--- src/rtl/cm_timer8_pkg.sv ---
package cm_timer8_pkg;
   localparam int DATA_W = 8;

   localparam logic [1:0] ADR_COUNT = 2'd0;
   localparam logic [1:0] ADR_CMPA  = 2'd1;
   localparam logic [1:0] ADR_CMPB  = 2'd2;
   localparam logic [1:0] ADR_CTRL  = 2'd3;

   localparam int BIT_FB   = 7;
   localparam int BIT_FA   = 6;
   localparam int BIT_FOVF = 5;
   localparam int BIT_RSV  = 4;

   typedef enum logic [1:0] {
      ACT_KEEP   = 2'b00,
      ACT_LOW    = 2'b01,
      ACT_HIGH   = 2'b10,
      ACT_TOGGLE = 2'b11
   } act_e;

   function automatic logic act_apply(input logic [1:0] code, input logic lvl);
      case (act_e'(code))
         ACT_LOW:    return 1'b0;
         ACT_HIGH:   return 1'b1;
         ACT_TOGGLE: return ~lvl;
         default:    return lvl;
      endcase
   endfunction
endpackage

--- src/rtl/cm_timer8_count.sv ---
module cm_timer8_count #(
   parameter int CNT_W = 8
) (
   input  logic             clk,
   input  logic             rst_n,
   input  logic             en_i,
   input  logic             ld_cnt_i,
   input  logic             ld_a_i,
   input  logic             ld_b_i,
   input  logic [CNT_W-1:0] wval_i,
   output logic [CNT_W-1:0] cnt_o,
   output logic [CNT_W-1:0] cmp_a_o,
   output logic [CNT_W-1:0] cmp_b_o,
   output logic             evt_a_o,
   output logic             evt_b_o,
   output logic             ovf_o
);
   localparam logic [CNT_W-1:0] CMP_INIT = '1;

   logic [CNT_W-1:0] cnt_q, cmp_a_q, cmp_b_q, cnt_inc;
   logic             adv;

   assign adv     = en_i & ~ld_cnt_i;
   assign cnt_inc = cnt_q + CNT_W'(1);
   assign evt_a_o = adv & (cnt_inc == cmp_a_q);
   assign evt_b_o = adv & (cnt_inc == cmp_b_q);
   assign ovf_o   = adv & (&cnt_q);

   always_ff @(posedge clk) begin
      if (!rst_n) begin
         cnt_q   <= '0;
         cmp_a_q <= CMP_INIT;
         cmp_b_q <= CMP_INIT;
      end else begin
         if (ld_cnt_i)  cnt_q <= wval_i;
         else if (en_i) cnt_q <= cnt_inc;
         if (ld_a_i)    cmp_a_q <= wval_i;
         if (ld_b_i)    cmp_b_q <= wval_i;
      end
   end

   assign cnt_o   = cnt_q;
   assign cmp_a_o = cmp_a_q;
   assign cmp_b_o = cmp_b_q;

   a_r1_step: assert property (@(posedge clk) disable iff (!rst_n)
      (en_i && !ld_cnt_i) |=> cnt_q == CNT_W'($past(cnt_q) + CNT_W'(1)));
   a_r3_wrap_zero: assert property (@(posedge clk) disable iff (!rst_n)
      ovf_o |=> cnt_q == '0);
   a_r13_load_wins: assert property (@(posedge clk) disable iff (!rst_n)
      ld_cnt_i |=> cnt_q == $past(wval_i));
endmodule

--- src/rtl/cm_timer8_flag.sv ---
module cm_timer8_flag (
   input  logic clk,
   input  logic rst_n,
   input  logic set_i,
   input  logic ack_i,
   input  logic rd_i,
   input  logic wr_i,
   input  logic wbit_i,
   output logic flag_o
);
   logic flag_q, armed_q, sw_clr;

   assign sw_clr = wr_i & ~wbit_i & armed_q;

   always_ff @(posedge clk) begin
      if (!rst_n) begin
         flag_q  <= 1'b0;
         armed_q <= 1'b0;
      end else begin
         if (set_i)                 flag_q <= 1'b1;
         else if (ack_i || sw_clr)  flag_q <= 1'b0;
         if (rd_i && flag_q)        armed_q <= 1'b1;
         else if (wr_i || !flag_q)  armed_q <= 1'b0;
      end
   end

   assign flag_o = flag_q;

   a_r5_set_by_event: assert property (@(posedge clk) disable iff (!rst_n)
      $rose(flag_q) |-> $past(set_i));
   a_r4_clear_needs_arm: assert property (@(posedge clk) disable iff (!rst_n)
      $fell(flag_q) |-> $past(ack_i || (wr_i && !wbit_i && armed_q)));
   a_r7_set_wins: assert property (@(posedge clk) disable iff (!rst_n)
      set_i |=> flag_q);
endmodule

--- src/rtl/cm_timer8_wave.sv ---
module cm_timer8_wave
   import cm_timer8_pkg::*;
#(
   parameter bit B_WINS = 1'b1
) (
   input  logic       clk,
   input  logic       rst_n,
   input  logic       evt_a_i,
   input  logic       evt_b_i,
   input  logic [1:0] code_a_i,
   input  logic [1:0] code_b_i,
   output logic       level_o
);
   logic level_q, level_d;

   generate
      if (B_WINS) begin : g_b_first
         always_comb begin
            if (evt_b_i && code_b_i != ACT_KEEP) level_d = act_apply(code_b_i, level_q);
            else if (evt_a_i)                    level_d = act_apply(code_a_i, level_q);
            else                                 level_d = level_q;
         end
      end else begin : g_a_first
         always_comb begin
            if (evt_a_i && code_a_i != ACT_KEEP) level_d = act_apply(code_a_i, level_q);
            else if (evt_b_i)                    level_d = act_apply(code_b_i, level_q);
            else                                 level_d = level_q;
         end
      end
   endgenerate

   always_ff @(posedge clk) begin
      if (!rst_n) level_q <= 1'b0;
      else        level_q <= level_d;
   end

   assign level_o = level_q;

   a_r10_hold_no_match: assert property (@(posedge clk) disable iff (!rst_n)
      !(evt_a_i || evt_b_i) |=> $stable(level_q));
   a_r9_keep_code: assert property (@(posedge clk) disable iff (!rst_n)
      (evt_a_i && !evt_b_i && code_a_i == ACT_KEEP) |=> $stable(level_q));
endmodule

--- src/rtl/cm_timer8.sv ---
module cm_timer8
   import cm_timer8_pkg::*;
#(
   parameter int CNT_W  = 8,
   parameter bit B_WINS = 1'b1
) (
   input  logic              clk,
   input  logic              rst_n,
   input  logic              cnt_en,
   input  logic [1:0]        bus_addr,
   input  logic              bus_rd,
   input  logic              bus_wr,
   input  logic [DATA_W-1:0] bus_wdata,
   output logic [DATA_W-1:0] bus_rdata,
   input  logic              ack_a,
   input  logic              ack_b,
   output logic              wave_out,
   output logic              wave_oe,
   output logic              irq_a,
   output logic              irq_b,
   output logic              irq_ovf
);
   localparam int NFLAG = 3;

   generate
      if (CNT_W < 2 || CNT_W > DATA_W) begin : g_bad_width
         $error("cm_timer8: CNT_W must lie between 2 and DATA_W");
      end
   endgenerate

   logic [CNT_W-1:0] cnt, cmp_a, cmp_b;
   logic             evt_a, evt_b, evt_ovf;
   logic             rd_ctrl, wr_ctrl;
   logic [3:0]       sel_q;
   logic [NFLAG-1:0] f_set, f_ack, f_wbit, f_val;

   assign rd_ctrl = bus_rd & (bus_addr == ADR_CTRL);
   assign wr_ctrl = bus_wr & (bus_addr == ADR_CTRL);

   cm_timer8_count #(.CNT_W(CNT_W)) u_count (
      .clk      (clk),
      .rst_n    (rst_n),
      .en_i     (cnt_en),
      .ld_cnt_i (bus_wr & (bus_addr == ADR_COUNT)),
      .ld_a_i   (bus_wr & (bus_addr == ADR_CMPA)),
      .ld_b_i   (bus_wr & (bus_addr == ADR_CMPB)),
      .wval_i   (bus_wdata[CNT_W-1:0]),
      .cnt_o    (cnt),
      .cmp_a_o  (cmp_a),
      .cmp_b_o  (cmp_b),
      .evt_a_o  (evt_a),
      .evt_b_o  (evt_b),
      .ovf_o    (evt_ovf)
   );

   // flag index 0: A, 1: B, 2: overflow
   assign f_set  = {evt_ovf, evt_b, evt_a};
   assign f_ack  = {1'b0, ack_b, ack_a};
   assign f_wbit = {bus_wdata[BIT_FOVF], bus_wdata[BIT_FB], bus_wdata[BIT_FA]};

   generate
      for (genvar i = 0; i < NFLAG; i++) begin : g_flag
         cm_timer8_flag u_flag (
            .clk    (clk),
            .rst_n  (rst_n),
            .set_i  (f_set[i]),
            .ack_i  (f_ack[i]),
            .rd_i   (rd_ctrl),
            .wr_i   (wr_ctrl),
            .wbit_i (f_wbit[i]),
            .flag_o (f_val[i])
         );
      end
   endgenerate

   always_ff @(posedge clk) begin
      if (!rst_n)       sel_q <= '0;
      else if (wr_ctrl) sel_q <= bus_wdata[3:0];
   end

   cm_timer8_wave #(.B_WINS(B_WINS)) u_wave (
      .clk      (clk),
      .rst_n    (rst_n),
      .evt_a_i  (evt_a),
      .evt_b_i  (evt_b),
      .code_a_i (sel_q[1:0]),
      .code_b_i (sel_q[3:2]),
      .level_o  (wave_out)
   );

   assign wave_oe = |sel_q;
   assign irq_a   = f_val[0];
   assign irq_b   = f_val[1];
   assign irq_ovf = f_val[2];

   always_comb begin
      case (bus_addr)
         ADR_COUNT: bus_rdata = DATA_W'(cnt);
         ADR_CMPA:  bus_rdata = DATA_W'(cmp_a);
         ADR_CMPB:  bus_rdata = DATA_W'(cmp_b);
         default:   bus_rdata = {f_val[1], f_val[0], f_val[2], 1'b1, sel_q};
      endcase
   end

   a_r8_rsv_high: assert property (@(posedge clk) disable iff (!rst_n)
      (bus_addr == ADR_CTRL) |-> bus_rdata[BIT_RSV]);
   a_r6_ack_spares_ovf: assert property (@(posedge clk) disable iff (!rst_n)
      (irq_ovf && !wr_ctrl) |=> irq_ovf);
endmodule

--- config.mk ---
export PLATFORM = sky130hd
export DESIGN_NAME = cm_timer8
export DESIGN_NICKNAME = d
export VERILOG_FILES = /design/src/rtl/cm_timer8_pkg.sv /design/src/rtl/cm_timer8_count.sv /design/src/rtl/cm_timer8_flag.sv /design/src/rtl/cm_timer8_wave.sv /design/src/rtl/cm_timer8.sv
export SDC_FILE = /design/constraint.sdc
export NUM_CORES = 1
export LEC_CHECK = 0
export BUFFER_PORTS_ARGS = -buffer_cell sky130_fd_sc_hd__buf_2
export CORE_MARGIN = 2
export CORE_UTILIZATION = 60
export CTS_CLUSTER_DIAMETER = 50
export DETAILED_ROUTE_END_ITERATION = 7
export PLACE_DENSITY = 0.85
export SETUP_SLACK_MARGIN = 0.1
export SYNTH_ARGS = -nofsm -noshare
export SYNTH_HDL_FRONTEND = slang
export SYNTH_SLANG_ARGS = --single-unit
--- constraint.sdc ---
create_clock -name clk -period 3.2 [get_ports clk]
set_clock_uncertainty 0.05 [all_clocks]
set_input_delay 0.48 -clock clk [delete_from_list [all_inputs] [get_ports clk]]
set_output_delay 0.48 -clock clk [all_outputs]
set_load 0.02 [all_outputs]
==> impl_metrics.csv <==
group,metric,value,unit
status,status,"finished, final reports clean",
layout,instances_no_fill,316,
yosys,ys_seq_elements,35,
yosys,syn_avg_cell_area,8.41,um^2
sta,rsz0062_at_grt,"no",
routing,routed_via_density,6.30,
sta,setup_ws,0.586,ns
yosys,synth_ff_type,"dfxtp_1",
clocking,clock_latency,0.34,ns
die,boundaryPins,30,
yosys,synth_edf_count,0,
sta,max_freq,383,MHz
critical_path,crit_required,3.36,ns
routing,vias,1990,
power_and_ir_drop,ir_drop,0.260,mV
power_and_ir_drop,p_leak,0.904,nW
run,drv_cap,0,
global_route,grt_start_max_net_pins,22,
clocking,clkSlewWorstSetupHoldPaths,0.11,ns
routing,route.antenna.remaining_nets,0,
die,coreArea,3390,um^2
die,num_rows,21,
critical_path,criticalPathCategory,"reg -> reg",
clocking,clockBufferDepth,2,
placed_design,pre_cts_ws,0.602,ns
die,die_w,63.8,um
yosys,async_reset_ff_share,0,%
global_route,grt_use_total,28.8,%
die,dieArea,4070,um^2
placed_design,placed_cells,308,
clocking,post_cts_buffers,0,
yosys,ys_types,48,
layout,multi_input_area,1310,um^2
placed_design,hpwl,3810,um
clocking,cts_num_sinks,35,
yosys,ys_seq_area_share,32.7,%
yosys,syn_nets,273,
layout,area_growth,6.94,%
sta,worst_pin_slew,0.584,ns
sta,final_hold_viol_count,0,
critical_path,arrival,2.77,ns
routing,drc,0,
clocking,cts_made_buffers,5,
global_route,grt-ovfl-total,0,
routing,drt_wl_total,5340,um
hold_path,min_path_type,"in -> reg",
sta,slew-limit-headroom,61.0,%
clocking,cts_hold_buf,0,
global_route,use_met3,6.69,%
global_route,grtUsageMet1,41.3,%
layout,nNetsFinal,287,
critical_path,cp-start-kind,"register",
layout,final_cell_mix,"47 x nand2_1, 35 x dfxtp_1, 29 x buf_2",
placed_design,dpl_cell_area,2220,um^2
clocking,cts_root_buffer,"clkbuf_4",
sta,setup_viol,0,
power_and_ir_drop,power_density,412,nW/um^2
sta,maxSlewViolCount,0,
layout,layout.area.seq,701,um^2
yosys,ys.warnings.count,0,
layout,drive_gt1_share,18.5,%
routing,drt-wirelength-per-cell,16.9,um
global_route,grt_pass1_vias,1891,
die,die_h,63.8,um
layout,fillCellCount,277,
layout,layout_commonest_cell,"nand2_1",
sta,setup_tns,0,ns
global_route,antenna_found_initial,0,
yosys,syn_inst,255,
critical_path,crit_fanout,10,
layout,final_area,2290,um^2
layout,n_antenna_cell,0,
critical_path,crit_path_end_kind,"register",
placed_design,io_buffers,29,
global_route,grt.busiest_layer,"met2",
sta,layout_min_cycle_time,2.61,ns
placed_design,gp_congestion,0.918,
clocking,cts_tree,"built",
global_route,grt_pass1_wl,9180,um
global_route,met2_usage,41.5,%
clocking,ctsResizeCount,0,
clocking,cts_max_level,2,
routing,first_pass_iters,5,
yosys,synth_area,2140,um^2
routing,drtIter0Drc,180,
die,start_util,63.3,%
sta,fin_crit_sh,81.7,%
[layer usage]
metal / wire, um / vias up
li1: - / 937
met1: 2400 / 950
met2: 2400 / 91
met3: 464 / 12
met4: 83 / 0
met5: 0 / -
[sequential cells by signal, summed over array words and instances, names as in the netlist]
register	cells
u_count.cmp_a_o	8
u_count.cmp_b_o	8
u_count.cnt_o	8
sel_q	4
g_flag.u_flag.armed_q	3
g_flag.u_flag.flag_o	3
u_wave.level_o	1
[cells in the mapped netlist (4+ instances only)]
| master | number | area [um^2] |
|---|---|---|
| dfxtp_1 | 35 | 701 |
| buf_2 | 6 | 30.0 |
| a21oi_1 | 7 | 35.0 |
| nor3b_1 | 4 | 30.0 |
| inv_1 | 4 | 15.0 |
| xnor2_1 | 10 | 87.6 |
| nand4_1 | 5 | 31.3 |
| mux2i_1 | 5 | 50.1 |
| nand3_1 | 22 | 110 |
| mux4_2 | 7 | 158 |
| xor2_1 | 11 | 96.3 |
| nand2_1 | 47 | 176 |
| clkbuf_1 | 7 | 26.3 |
| a211oi_1 | 10 | 75.1 |
| nor2_1 | 16 | 60.1 |
[final timing paths]
path                             from                  endpoint  slack (ns)  depth (start not counted)
max reg2reg          u_count.cnt_o[0]            u_wave.level_o        0.59                          8
min                      bus_wdata[4]        u_count.cmp_b_o[4]        0.35                          3
max                  u_count.cnt_o[0]            u_wave.level_o        0.59                          8
min reg2reg  g_flag[1].u_flag.armed_q  g_flag[1].u_flag.armed_q        0.41                          2
[power breakdown]
| group | switching [W] | leakage [nW] | internal [W] | total (W) |
|---|---|---|---|---|
| combinational | 0.000103 | 0.579 | 0.0000769 | 0.000179 |
| clock | 0.000147 | 0.0386 | 0.000129 | 0.000277 |
| sequential | 0.0000333 | 0.286 | 0.000455 | 0.000488 |
| total | 0.000283 | 0.904 | 0.000661 | 0.000944 |
[metrics by stage]
step / total power, W / hold slack [ns] / util, %
final: 0.000944 / 0.347 / 67.7
after global routing: 0.000982 / 0.358 / 67.7
after CTS: 0.000945 / 0.336 / 67.7
after detailed placement: 0.000672 / 0.391 / 65.6
after global placement: 0.000669 / 0.384 / 65.6
after floorplan: 0.000625 / 0.378 / -
[cell type report]
type | count | area share, %
multi-input cells | 194 | 57.0
flip-flops and latches | 35 | 30.6
repair buffers | 29 | 6.33
clock buffers | 8 | 3.00
well taps | 46 | 2.51
inverters | 4 | 0.655
[worst max-delay path: stages, from the launching register on]
cell and delay [ns]:
dfxtp_1 0.50, ha_1 0.45, nand3_4 0.12, or3_1 0.40
nand2_1 0.13, mux2_2 0.38, o21ai_2 0.17, a2bb2oi_1 0.22
o31ai_2 0.07
[cell families (layout without fill, tap and decap cells)]
logic type / Yosys count / after routing / synth area share (%)
AO/OA/AOI/OAI: 37 / 37 / 13.0
XOR/XNOR: 21 / 21 / 8.58
adder cells (fa/ha/maj): 1 / 1 / 0.583
buffers and inverters: 26 / 41 / 6.42
flip-flops: 35 / 35 / 32.7
multiplexers: 13 / 13 / 10.2
AND/OR/NAND/NOR: 122 / 122 / 28.6
Power figures use the tool's default switching activity.
